$ cat src/rtl/oled_cmd_pkg.sv
package oled_cmd_pkg;

  typedef enum logic [1:0] {
    MODE_NORMAL  = 2'd0,
    MODE_ALL_ON  = 2'd1,
    MODE_ALL_OFF = 2'd2,
    MODE_INVERSE = 2'd3
  } disp_mode_e;

  localparam logic [7:0] OP_COL_WIN  = 8'h15;
  localparam logic [7:0] OP_ROW_WIN  = 8'h75;
  localparam logic [7:0] OP_CONTRAST = 8'h81;
  localparam logic [7:0] OP_REMAP    = 8'hA0;
  localparam logic [7:0] OP_GREY     = 8'hB8;
  localparam logic [7:0] OP_DISP_OFF = 8'hAE;
  localparam logic [7:0] OP_DISP_ON  = 8'hAF;

  // Number of parameter bytes carried by the grey-level table command
  localparam int GREY_LEN = 8;

endpackage

$ cat src/rtl/oled_op_table.sv
module oled_op_table
  import oled_cmd_pkg::*;
#(
  parameter int CNT_W = 4
) (
  input  logic [7:0]       opcode,
  output logic             known,
  output logic [CNT_W-1:0] nparam
);

  int n;

  always_comb begin
    known = 1'b1;
    n     = 0;
    case (opcode)
      OP_COL_WIN, OP_ROW_WIN: n = 2;
      OP_CONTRAST, OP_REMAP,
      8'hA1, 8'hA2, 8'hA8, 8'hAD,
      8'hB1, 8'hB2, 8'hB3, 8'hBC, 8'hBE, 8'hBF: n = 1;
      OP_GREY: n = GREY_LEN;
      8'h84, 8'h85, 8'h86,
      8'hA4, 8'hA5, 8'hA6, 8'hA7,
      OP_DISP_OFF, OP_DISP_ON,
      8'hE3, 8'hFF: n = 0;
      default: known = 1'b0;
    endcase
    nparam = CNT_W'(n);
  end

endmodule

$ cat src/rtl/oled_cmd_collect.sv
module oled_cmd_collect #(
  parameter int MAX_PARAMS = 8,
  parameter int CNT_W      = $clog2(MAX_PARAMS + 1),
  parameter int IDX_W      = $clog2(MAX_PARAMS)
) (
  input  logic       clk,
  input  logic       rst,
  input  logic       byte_valid,
  input  logic       dc_data,
  input  logic [7:0] byte_in,
  output logic       fire,
  output logic       fire_known,
  output logic [7:0] fire_op,
  output logic [7:0] fire_p0,
  output logic [7:0] fire_p1
);

  logic [CNT_W-1:0] cnt_q;
  logic [7:0]       op_q;
  logic [7:0]       par_q [MAX_PARAMS];
  logic             cmd_byte;
  logic             first;
  logic             last;
  logic             lk_known;
  logic [CNT_W-1:0] lk_n;
  logic [IDX_W-1:0] wr_idx;

  assign cmd_byte = byte_valid & ~dc_data;
  assign first    = (cnt_q == '0);
  assign fire_op  = first ? byte_in : op_q;
  assign wr_idx   = IDX_W'(cnt_q - CNT_W'(1));

  oled_op_table #(.CNT_W(CNT_W)) u_table (
    .opcode (fire_op),
    .known  (lk_known),
    .nparam (lk_n)
  );

  // On the opcode byte, done when no parameters follow; otherwise done
  // when the byte count (opcode included, minus one) reaches the need.
  assign last       = first ? (lk_n == '0) : (cnt_q == lk_n);
  assign fire       = cmd_byte & last;
  assign fire_known = lk_known;
  assign fire_p0    = (cnt_q == CNT_W'(1)) ? byte_in : par_q[0];
  assign fire_p1    = (cnt_q == CNT_W'(2)) ? byte_in : par_q[1];

  always_ff @(posedge clk) begin
    if (rst) begin
      cnt_q <= '0;
      op_q  <= '0;
    end else if (dc_data) begin
      cnt_q <= '0;
    end else if (cmd_byte) begin
      if (first) op_q <= byte_in;
      if (last) cnt_q <= '0;
      else      cnt_q <= cnt_q + CNT_W'(1);
    end
  end

  // Parameter store without reset so it maps onto plain storage
  always_ff @(posedge clk) begin
    if (cmd_byte && !first && (32'(wr_idx) < MAX_PARAMS))
      par_q[wr_idx] <= byte_in;
  end

endmodule

$ cat src/rtl/oled_cmd_exec.sv
module oled_cmd_exec
  import oled_cmd_pkg::*;
#(
  parameter int         COLS         = 64,
  parameter int         ROWS         = 80,
  parameter logic [7:0] CONTRAST_RST = 8'h7F,
  parameter int         COL_W        = $clog2(COLS),
  parameter int         ROW_W        = $clog2(ROWS)
) (
  input  logic             clk,
  input  logic             rst,
  input  logic             data_take,
  input  logic [7:0]       byte_in,
  input  logic             fire,
  input  logic             fire_known,
  input  logic [7:0]       fire_op,
  input  logic [7:0]       fire_p0,
  input  logic [7:0]       fire_p1,
  output logic             col_load,
  output logic [COL_W-1:0] col_start,
  output logic [COL_W-1:0] col_end,
  output logic             row_load,
  output logic [ROW_W-1:0] row_start,
  output logic [ROW_W-1:0] row_end,
  output logic [7:0]       remap,
  output logic [7:0]       contrast,
  output logic             disp_on,
  output disp_mode_e       disp_mode,
  output logic             data_stb,
  output logic [7:0]       data_byte,
  output logic             cmd_err
);

  always_ff @(posedge clk) begin
    if (rst) begin
      col_load  <= 1'b0;
      col_start <= '0;
      col_end   <= COL_W'(COLS - 1);
      row_load  <= 1'b0;
      row_start <= '0;
      row_end   <= ROW_W'(ROWS - 1);
      remap     <= 8'h00;
      contrast  <= CONTRAST_RST;
      disp_on   <= 1'b0;
      disp_mode <= MODE_NORMAL;
      data_stb  <= 1'b0;
      data_byte <= 8'h00;
      cmd_err   <= 1'b0;
    end else begin
      col_load <= 1'b0;
      row_load <= 1'b0;
      data_stb <= 1'b0;
      cmd_err  <= 1'b0;
      if (data_take) begin
        data_stb  <= 1'b1;
        data_byte <= byte_in;
      end
      if (fire) begin
        if (!fire_known) begin
          cmd_err <= 1'b1;
        end else begin
          case (fire_op)
            OP_COL_WIN: begin
              col_load  <= 1'b1;
              col_start <= COL_W'(32'(fire_p0) % COLS);
              col_end   <= COL_W'(32'(fire_p1) % COLS);
            end
            OP_ROW_WIN: begin
              row_load  <= 1'b1;
              row_start <= ROW_W'(32'(fire_p0) % ROWS);
              row_end   <= ROW_W'(32'(fire_p1) % ROWS);
            end
            OP_CONTRAST: contrast <= fire_p0;
            OP_REMAP:    remap    <= fire_p0;
            8'hA4, 8'hA5, 8'hA6, 8'hA7: disp_mode <= disp_mode_e'(fire_op[1:0]);
            OP_DISP_OFF, OP_DISP_ON:    disp_on   <= fire_op[0];
            default: ;
          endcase
        end
      end
    end
  end

endmodule

$ cat src/rtl/oled_cmd_decoder.sv
module oled_cmd_decoder
  import oled_cmd_pkg::*;
#(
  parameter int         COLS         = 64,
  parameter int         ROWS         = 80,
  parameter int         MAX_PARAMS   = 8,
  parameter logic [7:0] CONTRAST_RST = 8'h7F,
  parameter int         COL_W        = $clog2(COLS),
  parameter int         ROW_W        = $clog2(ROWS)
) (
  input  logic             clk,
  input  logic             rst,
  input  logic             byte_valid,
  input  logic             dc_data,
  input  logic [7:0]       byte_in,
  output logic             col_load,
  output logic [COL_W-1:0] col_start,
  output logic [COL_W-1:0] col_end,
  output logic             row_load,
  output logic [ROW_W-1:0] row_start,
  output logic [ROW_W-1:0] row_end,
  output logic [7:0]       remap,
  output logic [7:0]       contrast,
  output logic             disp_on,
  output logic [1:0]       disp_mode,
  output logic             data_stb,
  output logic [7:0]       data_byte,
  output logic             cmd_err
);

  localparam int CNT_W = $clog2(MAX_PARAMS + 1);

  logic       fire;
  logic       fire_known;
  logic [7:0] fire_op;
  logic [7:0] fire_p0;
  logic [7:0] fire_p1;
  disp_mode_e mode_q;

  oled_cmd_collect #(.MAX_PARAMS(MAX_PARAMS), .CNT_W(CNT_W)) u_collect (
    .clk        (clk),
    .rst        (rst),
    .byte_valid (byte_valid),
    .dc_data    (dc_data),
    .byte_in    (byte_in),
    .fire       (fire),
    .fire_known (fire_known),
    .fire_op    (fire_op),
    .fire_p0    (fire_p0),
    .fire_p1    (fire_p1)
  );

  oled_cmd_exec #(
    .COLS(COLS), .ROWS(ROWS), .CONTRAST_RST(CONTRAST_RST),
    .COL_W(COL_W), .ROW_W(ROW_W)
  ) u_exec (
    .clk        (clk),
    .rst        (rst),
    .data_take  (byte_valid & dc_data),
    .byte_in    (byte_in),
    .fire       (fire),
    .fire_known (fire_known),
    .fire_op    (fire_op),
    .fire_p0    (fire_p0),
    .fire_p1    (fire_p1),
    .col_load   (col_load),
    .col_start  (col_start),
    .col_end    (col_end),
    .row_load   (row_load),
    .row_start  (row_start),
    .row_end    (row_end),
    .remap      (remap),
    .contrast   (contrast),
    .disp_on    (disp_on),
    .disp_mode  (mode_q),
    .data_stb   (data_stb),
    .data_byte  (data_byte),
    .cmd_err    (cmd_err)
  );

  assign disp_mode = mode_q;

endmodule

$ cat config.mk
export PLATFORM = sky130hd
export DESIGN_NAME = oled_cmd_decoder
export DESIGN_NICKNAME = d
export VERILOG_FILES = /design/src/rtl/oled_cmd_pkg.sv /design/src/rtl/oled_op_table.sv /design/src/rtl/oled_cmd_collect.sv /design/src/rtl/oled_cmd_exec.sv /design/src/rtl/oled_cmd_decoder.sv
export SDC_FILE = /design/constraint.sdc
export NUM_CORES = 1
export LEC_CHECK = 0
export BUFFER_PORTS_ARGS = -buffer_cell sky130_fd_sc_hd__buf_2
export CAP_MARGIN = 30
export CELL_PAD_IN_SITES_DETAIL_PLACEMENT = 2
export CELL_PAD_IN_SITES_GLOBAL_PLACEMENT = 2
export CORE_UTILIZATION = 31
export CTS_CLUSTER_DIAMETER = 80
export DETAILED_ROUTE_END_ITERATION = 6
export GPL_ROUTABILITY_DRIVEN = 0
export GPL_TIMING_DRIVEN = 0
export HOLD_SLACK_MARGIN = 0.02
export PLACE_DENSITY_LB_ADDON = 0.08
export SYNTH_ARGS = -nofsm -noshare
export SYNTH_HDL_FRONTEND = slang
export SYNTH_SLANG_ARGS = --single-unit
$ cat constraint.sdc
create_clock -name clk -period 3.1 [get_ports clk]
set_input_delay 0.465 -clock clk [delete_from_list [all_inputs] [get_ports clk]]
set_output_delay 0.465 -clock clk [all_outputs]
set_load 0.1 [all_outputs]
======== Word-level counts from Yosys, hierarchy flattened ========
Memories as Yosys holds them, arrays and structs flattened.
Cells that the tools add are included.
cells by class
  add/subtract/negate cells ............... 2
  divide/modulo/power cells ............... 2
  equal/unequal tests ..................... 29
  muxes and demuxes ....................... 13
  bitwise logic cells ..................... 6
  reduce and logical (&&, ||, !) cells .... 19
operators by type and width
  kind                                                                     count
  8-bit == test, second input constant                                     24
  8-bit by 7-bit remainder unit with 32-bit output, second input constant  2
  26-bit OR reduction                                                      1
  8-bit 2-to-1 mux                                                         3
  3-bit AND reduction                                                      6
  4-bit one-hot mux with 3 select lines                                    1
  12-bit OR reduction                                                      1
  8-bit by 5-bit == test with 1-bit output, second input constant          1
  8-bit by 7-bit == test with 1-bit output, second input constant          1
  4-bit zero test                                                          2
  1-bit 2-to-1 mux                                                         8
  2-bit OR reduction                                                       4
  4-bit by 1-bit adder with 4-bit output, second input constant            1
  4-bit by 1-bit == test with 1-bit output, second input constant          1
  4-bit by 2-bit == test with 1-bit output, second input constant          1
  4-bit == test                                                            1
  4-bit 2-to-1 mux                                                         1
  4-bit OR reduction                                                       1
  1-bit bitwise AND                                                        3
  1-bit inverter                                                           3
  3-bit OR reduction                                                       1
  3-bit by 1-bit subtractor with 3-bit output, second input constant       1
  2-bit AND reduction                                                      1
  1-bit logical AND                                                        1
  1-bit zero test                                                          1
word-level totals
  register bits after elaboration ......... 69
  bits in writable memories ............... 64
  logic and storage cells ................. 87
  memories ................................ 1
memory list
  memory           depth  width  read ports  clocked after Yosys merged registers in  wr ports  RTL line                RTL
  u_collect.par_q  8      8      2           0                                        1         oled_cmd_collect.sv:20  logic [7:0] par_q [MAX_PARAMS];

======== Logic depth before layout (Yosys ltp) ========
  word-level depth ........................ 10
  depth in mapped cells ................... 15

======== Cells and area by module ========
From an unflattened synthesis, not the netlist that was laid out.
unflattened totals
  cell total of the unflattened synthesis .. 437
  area total of the unflattened synthesis .. 4347.9 sq um
modules (own cells, without submodules)
  module            times used  cells each  area each (sq um)  seq. area each (sq um)
  oled_cmd_exec     1           260         2457.4             1141.1
  oled_cmd_collect  1           122         1539.0             720.7
  oled_op_table     1           54          345.3              0.0
  oled_cmd_decoder  1           1           6.3                0.0

======== Least setup slack after synthesis ========
Ideal clock, no wire load.
  kind .................................... reg-to-reg
  start point ............................. reg u_collect.cnt_q[0]
  end point ............................... reg u_exec.disp_mode[0]
  arrival ................................. 3.008 ns
  required time ........................... 2.979 ns
  setup slack ............................. -0.028 ns
  cell stages (with the launch flop) ...... 14
  clock period less this slack ............ 3.128 ns
  cells stage by stage .................... dfxtp_1 > clkbuf_1 > inv_1 > ha_1 > or3b_1 > buf_6 > mux2_4 > o211ai_2 > o2111ai_1 > a32oi_2 > mux2i_2 > buf_6 > nand4_2 > mux2_2
on the way
  longest elaborated chain between the ends .. 9
  elaborated cells between the ends (all ways) .. 39
  classes of those cells .................. eq/ne: 27; mux: 4; bitwise: 1; reduce/logical: 7
RTL lines
  item                                                       RTL line                RTL
  start: declaration                                         oled_cmd_collect.sv:18  logic [CNT_W-1:0] cnt_q;
  start signal: assignment                                   oled_cmd_collect.sv:56  else cnt_q <= cnt_q + CNT_W'(1);
  4-bit zero test                                            oled_cmd_collect.sv:29  assign first = (cnt_q == '0);
  8-bit 2-to-1 mux                                           oled_cmd_collect.sv:30  assign fire_op = first ? byte_in : op_q;
  8-bit == test, or another cell as far along                oled_op_table.sv:16     case (opcode)
  12-bit OR reduction or 2-bit OR reduction (tied branches)  -
  4-bit one-hot mux with 3 select lines                      oled_op_table.sv:16
  4-bit == test or 4-bit zero test (tied branches)           oled_cmd_collect.sv:41  assign last = first ? (lk_n == '0) : (cnt_q == lk_n);
  1-bit 2-to-1 mux                                           oled_cmd_collect.sv:41
  1-bit bitwise AND                                          oled_cmd_collect.sv:42  assign fire = cmd_byte & last;
  3-bit AND reduction (no line)                              -
  end signal: assignment                                     oled_cmd_exec.sv:75     8'hA4, 8'hA5, 8'hA6, 8'hA7: disp_mode <= disp_mode_e'(fire_op[1:0]);
  end: declaration                                           oled_cmd_exec.sv:28     output disp_mode_e disp_mode,
Several ways; a longest one is shown, not always the timed one.
A chain may end at the register's enable or synchronous reset.

======== Final worst setup path ========
  start point ............................. reg u_collect.cnt_q[0]
  end point ............................... reg u_exec.row_end[3]
on the way
  longest elaborated chain between the ends .. 9
  elaborated cells between the ends (all ways) .. 41
  classes of those cells .................. div: 1; eq/ne: 28; mux: 5; bitwise: 1; reduce/logical: 6
RTL lines
  item                                                                                      RTL line             RTL
  branches (longest 9 deep; another with 8-bit by 7-bit remainder unit with 32-bit output)  -
  end signal: assignment                                                                    oled_cmd_exec.sv:41  row_end <= ROW_W'(ROWS - 1);
  end signal: assignment                                                                    oled_cmd_exec.sv:71  row_end <= ROW_W'(32'(fire_p1) % ROWS);
  end: declaration                                                                          oled_cmd_exec.sv:24  output logic [ROW_W-1:0] row_end,
Parallel ways; which one is timed is not known.

==> impl_results.md <==
* DRC viols at 0
* Final HPWL DP at 11.6 mm
* Final instance area at 6030 um2
* Post-synth top area cell: dfxtp_1
* Simple-Gate Fraction of Synth Area at 23.5%
* DP Area at 5070 um2
* IO buf count at 67
* Fmax at 302 MHz
* Chip Height at 123 um
* Multi-input gate area at 2710 um2
* Max-Cap Viols at 0
* Fin. max-slew vios at 0
* Library cells used by synthesis at 56
* Worst endpoint required time at 3.33 ns
* Cells along the critical path: buf_8 > inv_6 > ha_4 > or3b_4 > mux2_4 > o211ai_4 > o2111ai_2 > a32oi_2 > mux2i_4 > buf_12 > nand3_4 > clkbuf_16 > mux2i_1
* Hold_buf cts at 0
* Fillers at 1514
* PnR worst setup slack at -0.209 ns
* # setup viols final at 51
* Overall global routing resource usage at 23.3%
* Rel. slew slack at 38.3%
* Post-synth top cells: dfxtp_1 (69), nand2_1 (58), mux2i_1 (50), nor2_1 (42), clkbuf_1 (33)
* Vias in the first global route at 4626
* Synthesized area per cell at 8.90 um2
* Predominant post-synthesis flop cell: dfxtp_1
* Clk slew on worst S/H paths at 0.07 ns
* Detailed Route Iter0 Violations at 192
* WS Path Type: reg -> reg
* Largest cells by area after synthesis: dfxtp_1 (31%), mux2i_1 (11%), edfxtp_1 (11%), nand2_1 (4.8%), mux2_2 (3.5%)
* CP Launch Type: flip-flop
* CTS HTree Levels at 3
* FF/Latch Area at 1860 um2
* Post-synthesis adder-cell area fraction at 1.67%
* CTS tree: done
* Xor/xnor cell area share of the yosys netlist at 0.778%
* Starting density of the core at 32.1%
* Area delta synth->final at 34.0%
* Most frequent cell after synthesis: dfxtp_1
* YS warnings at 0
* Nets at 628
* Yosys top cell area share at 30.7%
* Status: finished with violations
* Main combinational cell family by area after synthesis: simple AND/OR/NAND/NOR gates
* TritonRoute pass-1 iters at 4
* Slowest library cell on the worst path: or3b_4
* Fin cells at 795
* Clk sinks at 85
* Clock buffer count from CTS at 9
* IO Count at 69
* RSZ-0062 raised after global routing: yes
* Drt total wl at 16.7 mm
* Worst Path Max Fanout at 6
* Clk buf depth at 2
* Synth Register Bits at 85
* DRT antenna net count at 0
* Synth Area in Compound Gates at 12.6%
* Failing checks: negative setup slack
* Die X at 123 um
* Initial antenna violation count at 0
* Pleak at 2.51 nW
* Overflow after GRT at 0
* Row count at 43
* Fin crit period at 3.31 ns
* Core Area at 14000 um2
* Root Driver: clkbuf_16
* Async SR Flop Fraction at 0%
* Proportion of synthesized area in mux cells at 15.3%
* Final worst path period share at 107%
* Net Count, Synth at 524
* Setup crit end kind: flip-flop
* Largest net degree at the start of global routing at 16
* Ant. Diodes at 0
* Post-synthesis instance total at 506
* Latest clock arrival within the worst-skew pair at 0.35 ns
* Worst Tran Pin Value at 0.926 ns
* Number of vias per cell at 5.38
* Mapped Area at 4500 um2
* VDD IR max at 0.272 mV
* Routed length per placed instance at 21.0 um
* Die area at 15000 um2
* Buf/Inv on CP at 4
* Placed Cells incl. Taps at 753
* Sequential fraction of the synthesis area at 41.4%
* Layout cell share with drive strength beyond 1 at 29.9%
* Global-route wire length before repair at 26.1 mm
* Crit path largest cell delay at 0.43 ns
* Worst Skew at 0.00677 ns
* Vias at 4280
* Hold Crit Class: in -> reg
* Fin. Hold Viols at 0
* Arrival @ worst endpoint at 3.53 ns
* PD cells at 426 nW/um2
* Crit-path leading delay family: multiplexers
* Post-synth EDFFs at 16
* Pwr Total at 0.00257 W
## worst paths after layout
path                  startpoint               endpoint  cells past startpoint  slack, ns
max           u_collect.cnt_q[0]      u_exec.row_end[3]                     13      -0.21
max reg2reg   u_collect.cnt_q[0]      u_exec.row_end[3]                     13      -0.21
min                   byte_in[6]  u_collect.par_q[0][6]                      1       0.32
min reg2reg  u_exec.data_byte[3]    u_exec.data_byte[3]                      2       0.46
## layout by cell type (no fill, tap or decap), types with 7 or more instances in the layout
cell type	instances
a211oi_1	14
a21oi_1	28
a31oi_1	8
and3_1	7
buf_2	69
buf_4	17
buf_6	8
clkbuf_1	28
clkbuf_16	11
dfxtp_1	67
edfxtp_1	16
mux2_2	11
mux2i_1	41
mux2i_4	7
nand2_1	56
nand3_1	23
nor2_1	40
nor2b_1	15
nor3_1	11
o21ai_0	12
or2_2	7
## through the flow
stage	setup TNS, ns	hold slack (ns)	util, %	setup slack [ns]
finish	-6.95	0.321	42.9	-0.209
global placement	-35.95	0.444	36.1	-0.827
floorplan	0	0.457	-	0.00970
detailed placement	-44.18	0.453	36.1	-0.969
global route	-10.11	0.320	42.9	-0.270
CTS	-4.24	0.313	41.9	-0.172
## metal layers
metal	track usage [%]	vias up	part of all wire (%)	wire (um)
met3	4.79	17	3.4	564
met4	6.48	0	1.5	250
met1	28.1	2158	45	7490
li1	-	2018	-	-
met2	41.3	87	50	8410
met5	0	-	0	0
## final cells by class
cell class	count	area share (%)
timing repair buffer	94	10.6
multi-input combinational	371	44.9
buffer	42	4.09
inverter	7	0.519
clock inverter	5	1.04
clock buffer	11	4.21
tap	180	3.73
sequential	85	30.9
## power breakdown
part           total [W]  switching, W  leakage [nW]  internal (W)
logic           0.000264      0.000192          1.65     0.0000718
registers        0.00114    0.00000805         0.704       0.00114
clock network    0.00116      0.000479         0.158      0.000684
## logic make-up after synthesis
logic type                 Yosys count
and+or+nand+nor                    208
AOI/OAI and AO/OA                   87
DFF                                 85
muxes                               66
buffers and inverters               50
adders and majority gates            6
xor gates and xnor gates             4
## what timing repair did
item | CTS | global route
setup endpoints to repair | 52 | 63
setup buffers | 21 | 4
gates resized for setup | 67 | 21
pin swaps | 7 | 9
cloned | 1 | 1
## registers in the layout, summed over array words and instances, names as in the netlist
register / count
u_exec.data_stb: 1
u_exec.cmd_err: 1
u_collect.par_q: 16
u_exec.col_start: 6
u_exec.col_load: 1
u_exec.disp_mode: 2
u_collect.op_q: 8
u_exec.col_end: 6
u_exec.contrast: 8
u_exec.disp_on: 1
u_exec.data_byte: 8
u_exec.row_load: 1
u_exec.row_end: 7
u_collect.cnt_q: 4
u_exec.remap: 8
u_exec.row_start: 7
Power figures use the tool's default switching activity.
